[src/rtl/tdl_pkg.sv]
package tdl_pkg;
  // wrap an index onto a ring of n positions
  function automatic int ring_wrap(input int i, input int n);
    return ((i % n) + n) % n;
  endfunction
endpackage

[src/rtl/tdl_ring.sv]
module tdl_ring #(
  parameter int DEPTH = 16
) (
  input  logic             clk,
  input  logic             rst,
  input  logic             adv,
  output logic [DEPTH-1:0] rd_tok,
  output logic [DEPTH-1:0] wr_tok
);
  import tdl_pkg::*;

  logic [DEPTH-1:0] tok_q;

  always_ff @(posedge clk) begin
    if (rst) tok_q <= DEPTH'(1);
    else if (adv) tok_q <= {tok_q[DEPTH-2:0], tok_q[DEPTH-1]};
  end

  assign rd_tok = tok_q;

  // slot i is written when the token sits one place past it
  for (genvar i = 0; i < DEPTH; i++) begin : g_wr
    assign wr_tok[i] = tok_q[ring_wrap(i + 1, DEPTH)];
  end

  assert_token_onehot_R5: assert property (@(posedge clk) disable iff (rst)
    $countones(tok_q) == 1);
  assert_token_hold_R4: assert property (@(posedge clk) disable iff (rst)
    !adv |=> $stable(tok_q));
endmodule

[src/rtl/tdl_grp_en.sv]
module tdl_grp_en #(
  parameter int DEPTH = 16,
  parameter int NGRP  = 4
) (
  input  logic             clk,
  input  logic             rst,
  input  logic             adv,
  input  logic [DEPTH-1:0] rd_tok,
  input  logic [DEPTH-1:0] wr_tok,
  output logic [NGRP-1:0]  grp_en
);
  import tdl_pkg::*;
  localparam int GW = DEPTH / NGRP;

  if (NGRP == 1) begin : g_single
    assign grp_en = 1'b1;
  end else begin : g_multi
    for (genvar g = 0; g < NGRP; g++) begin : g_grp
      localparam int SET_IDX = ring_wrap(g * GW - 1, DEPTH);
      localparam int CLR_IDX = ring_wrap((g + 1) * GW, DEPTH);
      logic en_q;
      // set-hold-clear element: set wins over clear
      always_ff @(posedge clk) begin
        if (rst) en_q <= (g == 0) || (g == NGRP - 1);
        else if (adv && rd_tok[SET_IDX]) en_q <= 1'b1;
        else if (adv && rd_tok[CLR_IDX]) en_q <= 1'b0;
      end
      assign grp_en[g] = en_q;
    end
  end

  logic [NGRP-1:0] rd_in_grp, wr_in_grp;
  for (genvar g = 0; g < NGRP; g++) begin : g_occ
    assign rd_in_grp[g] = |rd_tok[g*GW +: GW];
    assign wr_in_grp[g] = |wr_tok[g*GW +: GW];
  end

  assert_read_grp_enabled_R6: assert property (@(posedge clk) disable iff (rst)
    (rd_in_grp & grp_en) != '0);
  assert_write_grp_enabled_R6: assert property (@(posedge clk) disable iff (rst)
    (wr_in_grp & grp_en) != '0);
  assert_at_most_two_grps_R6: assert property (@(posedge clk) disable iff (rst)
    $countones(grp_en) <= 2);
  assert_enable_hold_R4: assert property (@(posedge clk) disable iff (rst)
    !adv |=> $stable(grp_en));
endmodule

[src/rtl/tdl_bank.sv]
module tdl_bank #(
  parameter int DATA_W = 8,
  parameter int GW     = 4
) (
  input  logic              clk,
  input  logic              en,
  input  logic              adv,
  input  logic [GW-1:0]     rd_sel,
  input  logic [GW-1:0]     wr_sel,
  input  logic [DATA_W-1:0] wdata,
  output logic [DATA_W-1:0] rdata
);
  logic [DATA_W-1:0] word_q [GW];
  logic [GW-1:0]     we;

  for (genvar i = 0; i < GW; i++) begin : g_word
    assign we[i] = adv & en & wr_sel[i];
    always_ff @(posedge clk) begin
      if (we[i]) word_q[i] <= wdata;
    end
  end

  always_comb begin
    rdata = '0;
    for (int i = 0; i < GW; i++)
      if (rd_sel[i] && en) rdata = rdata | word_q[i];
  end

  assert_one_write_R4: assert property (@(posedge clk)
    $countones(we) <= 1);
endmodule

[src/rtl/tdl_top.sv]
module tdl_top #(
  parameter int DATA_W = 8,
  parameter int DEPTH  = 16,
  parameter int NGRP   = 4
) (
  input  logic              clk,
  input  logic              rst,
  input  logic              in_valid,
  output logic              in_ready,
  input  logic [DATA_W-1:0] in_data,
  output logic              out_valid,
  output logic [DATA_W-1:0] out_data
);
  localparam int GW = DEPTH / NGRP;

  logic              step;
  logic [DEPTH-1:0]  rd_tok, wr_tok;
  logic [NGRP-1:0]   grp_en;
  logic [DATA_W-1:0] grp_rd [NGRP];
  logic [DATA_W-1:0] rd_word;
  logic              ov_q;
  logic [DATA_W-1:0] od_q;

  assign in_ready = ~rst;
  assign step     = in_valid & in_ready;

  tdl_ring #(.DEPTH(DEPTH)) ring_i (
    .clk(clk), .rst(rst), .adv(step), .rd_tok(rd_tok), .wr_tok(wr_tok)
  );

  tdl_grp_en #(.DEPTH(DEPTH), .NGRP(NGRP)) gen_i (
    .clk(clk), .rst(rst), .adv(step), .rd_tok(rd_tok), .wr_tok(wr_tok),
    .grp_en(grp_en)
  );

  for (genvar g = 0; g < NGRP; g++) begin : g_bank
    tdl_bank #(.DATA_W(DATA_W), .GW(GW)) bank_i (
      .clk(clk), .en(grp_en[g]), .adv(step),
      .rd_sel(rd_tok[g*GW +: GW]), .wr_sel(wr_tok[g*GW +: GW]),
      .wdata(in_data), .rdata(grp_rd[g])
    );
  end

  always_comb begin
    rd_word = '0;
    for (int g = 0; g < NGRP; g++) rd_word = rd_word | grp_rd[g];
  end

  always_ff @(posedge clk) begin
    if (rst) begin
      ov_q <= 1'b0;
      od_q <= '0;
    end else begin
      ov_q <= step;
      if (step) od_q <= rd_word;
    end
  end

  assign out_valid = ov_q;
  assign out_data  = od_q;

  initial begin
    assert_grp_divides_depth_R6: assert (DEPTH % NGRP == 0 && DEPTH >= 2);
  end
  assert_out_hold_R4: assert property (@(posedge clk) disable iff (rst)
    !step |=> $stable(out_data));
  assert_valid_pulse_R2: assert property (@(posedge clk) disable iff (rst)
    step |=> out_valid);
endmodule

[config.mk]
export PLATFORM = sky130hd
export DESIGN_NAME = tdl_top
export DESIGN_NICKNAME = d
export VERILOG_FILES = /design/src/rtl/tdl_pkg.sv /design/src/rtl/tdl_ring.sv /design/src/rtl/tdl_grp_en.sv /design/src/rtl/tdl_bank.sv /design/src/rtl/tdl_top.sv
export SDC_FILE = /design/constraint.sdc
export NUM_CORES = 1
export LEC_CHECK = 0
export ABC_AREA = 1
export BUFFER_PORTS_ARGS = -buffer_cell sky130_fd_sc_hd__buf_2
export CAP_MARGIN = 10
export CORE_MARGIN = 1.5
export CORE_UTILIZATION = 45
export CTS_CLUSTER_SIZE = 25
export DETAILED_ROUTE_END_ITERATION = 8
export HOLD_SLACK_MARGIN = 0.03
export PLACE_DENSITY_LB_ADDON = 0.12
export SETUP_SLACK_MARGIN = 0.5
export SYNTH_ARGS = -nofsm -noshare
export SYNTH_HDL_FRONTEND = slang
export SYNTH_SLANG_ARGS = --single-unit
[constraint.sdc]
create_clock -name clk -period 2.03 [get_ports clk]
set_input_delay 0.406 -clock clk [delete_from_list [all_inputs] [get_ports clk]]
set_output_delay 0.406 -clock clk [all_outputs]
set_load 0.005 [all_outputs]
==> summary.md <==
| Metric | Value |
|---|---|
| Multi-input gate area | 0.00144 sq mm |
| Congestion Overflow GR | 0 |
| Relative slew margins | 0.697 |
| CTS Buffer Depth | 2 |
| Chip width | 121 um |
| Post-synth EDFFs | 128 |
| Post-DRT Antenna Nets | 0 |
| Placed cells | 712 |
| DR WL/cell | 18.4 um |
| FF+latch count, synth | 157 |
| Async SR Flop Fraction | 0 |
| Storage element area | 0.00443 sq mm |
| Status | finished, final reports clean |
| CTS clk-pin slew, worst paths | 60 ps |
| Clock latency on the worst-skew pair | 420 ps |
| Diodes inserted | 0 |
| CP Class | reg -> reg |
| Post-Syn Area | 0.00622 sq mm |
| CTS tree | built |
| Drt pass-1 iters | 5 |
| Ratio of cells with drive above 1 in the final layout | 0.142 |
| I/O pins | 21 |
| Worst Path Required | 2160 ps |
| Post-DR vias/cell | 5.25 |
| Synth Flop Type | edfxtp_1 |
| Worst-Margin Slew | 454 ps |
| Synthesized area per cell | 11.7 sq um |
| WL final | 13.7 mm |
| Fmax | 694 MHz |
| XOR/XNOR share of the synthesized area | 0 |
| Post-layout minimum cycle time | 1440 ps |
| Clk sinks | 157 |
| Setup crit start kind | flop |
| Global-route wire length before repair | 21.1 mm |
| Crit path max fanout | 33 |
| Pwr Density | 976 mW/mm^2 |
| HPWL Detailed | 8.96 mm |
| Vias in the first global route | 3,832 |
| Post-synthesis simple-gate area fraction | 0.204 |
| Fillers | 1,161 |
| Core ar. | 0.0133 sq mm |
| Commonest non-fill, non-tap cells in the layout | nand3_1 (129), edfxtp_1 (128), nand2_1 (106), nor2_1 (39), dfxtp_1 (27) |
| GRT Overall Usage | 0.202 |
| Cells after Synth | 533 |
| TritonCTS Buffers | 17 |
| Worst hold path class | in -> reg |
| # rows | 42 |
| Main combinational cell family by area after synthesis | simple AND/OR/NAND/NOR gates |
| Seq/Total Area, Yosys | 0.711 |
| H-tree depth | 4 |
| Residual DRC | 0 |
| Syn nets | 544 |
| Post-DP Area | 0.00641 sq mm |
| Initial antenna violation count | 0 |
| Unique cell type count in the Yosys netlist | 19 |
| Die ar. | 0.0145 sq mm |
| Final Hold Fails | 0 |
| Worst Setup End Kind | flop |
| Starting Density | 0.466 |
| Final Max Tran Viols | 0 |
| WP data arrival | 1570 ps |
| Setup TNS | 0 ps |
| RSZ-0062 raised after global routing | no |
| Die H | 121 um |
| Period utilisation layout | 0.710 |
| Final GP Congestion | 0.827 |
| Largest net degree at the start of global routing | 36 |
| Hold Buf Count CTS | 0 |
| Total leakage power | 2.71 nW |
| CTS root buf | clkbuf_16 |
| Clk_skew | 8.26 ps |
| Nets@finish | 567 |
| DRT iter0 DRCs | 365 |
| Area added between synthesis and finish | 13.5% |
| Non-Filler Instances | 745 |
| Compound-Gate Fraction of Synth Area | 0.0239 |
| Max Cap Viol | 0 |
| Fraction of the mapped netlist area in adder cells | 0 |
| Commonest non-fill, non-tap cell in the layout | nand3_1 |
| VDD IR-drop max | 0.000565 V |
| Final non-filler cell area | 0.00706 sq mm |
| Setup violators final | 0 |
| Multiplexer area fraction after synthesis | 0 |
| Ys Warns | 0 |
| Via count | 3,914 |
| IO Port Bufs | 20 |
-- cells in the mapped netlist (2+ instances only) --
cell,number,share of area
nor2_1,44,0.027
buf_2,17,0.014
nand3_1,129,0.10
nand2_1,106,0.064
edfxtp_1,128,0.62
nor3_1,9,0.0072
a21oi_1,2,0.0016
o21ai_0,8,0.0064
dfxtp_1,29,0.093
o21ai_1,8,0.0064
buf_6,16,0.029
o31ai_1,2,0.0024
inv_1,21,0.013
clkbuf_1,3,0.0018
o22ai_1,7,0.0070
-- flip-flops by register name, indices dropped and copies added (netlist names) --
| signal | flops |
|---|---|
| out_valid | 1 |
| ring_i.rd_tok | 16 |
| gen_i.g_multi.g_grp.en_q | 4 |
| g_bank.bank_i.word_q | 128 |
| out_data | 8 |
-- repair_timing --
item | CTS | global route
gates resized for setup | 2 | 11
endpoints found under the setup margin | 16 | 96
hold endpoints to repair | 0 | 0
setup buffers | 0 | 1
-- final timing paths --
check,from,endpoint,slack [ps],depth (start not counted)
setup reg to reg,gen_i.g_multi.g_grp[2].en_q$_SDFFE_PP0P_,g_bank[2].bank_i.word_q[1][4]$_DFFE_PP_,590,4
hold reg to reg,out_data[2]$_SDFFE_PP0P_,out_data[2]$_SDFFE_PP0P_,450,2
setup / recovery,gen_i.g_multi.g_grp[2].en_q$_SDFFE_PP0P_,g_bank[2].bank_i.word_q[1][4]$_DFFE_PP_,590,4
hold / removal,in_valid,ring_i.rd_tok[0]$_SDFFE_PP1P_,260,3
-- where the power goes --
group	switching (mW)	internal (mW)	total, mW
combinational	0.152	0.0571	0.209
sequential	0.0224	3.51	3.53
clock	1.21	1.94	3.15
total	1.38	5.51	6.89
-- area by class of cell --
class,count,share of cell area
tap,176,0.0312
timing repair buffer,41,0.0410
clock inverter,11,0.0154
sequential,157,0.627
multi-input combinational,317,0.204
inverter,22,0.0122
clock buffer,21,0.0684
-- worst max-delay path, stage by stage (launching register included) --
cell and delay, ps:
dfxtp_1 350, buf_12 190, clkinvlp_4 180, nor3_1 220, buf_4 200
-- kinds of logic (layout without fill, tap and decap cells) --
group,after synthesis,in the layout
flip-flops,157,157
AO/OA/AOI/OAI,27,27
buffers and inverters,59,95
AND/OR/NAND/NOR,290,290
-- routing by layer --
metal	global-route usage	share of wire	vias up
met5	0	0	-
met4	0.0787	0.016	0
met3	0.0476	0.044	18
met2	0.334	0.50	87
met1	0.260	0.44	1898
li1	-	-	1911
-- per-stage QoR --
step	hold slack (ps)	util	setup WS [ps]	power [mW]
CTS	250	0.525	485	6.94
finish	262	0.529	589	6.89
global route	267	0.529	499	7.11
global placement	434	0.480	346	3.81
detailed placement	443	0.480	340	3.81
floorplan	447	-	277	3.70
Note: power is estimated with default switching activity, not from simulation.
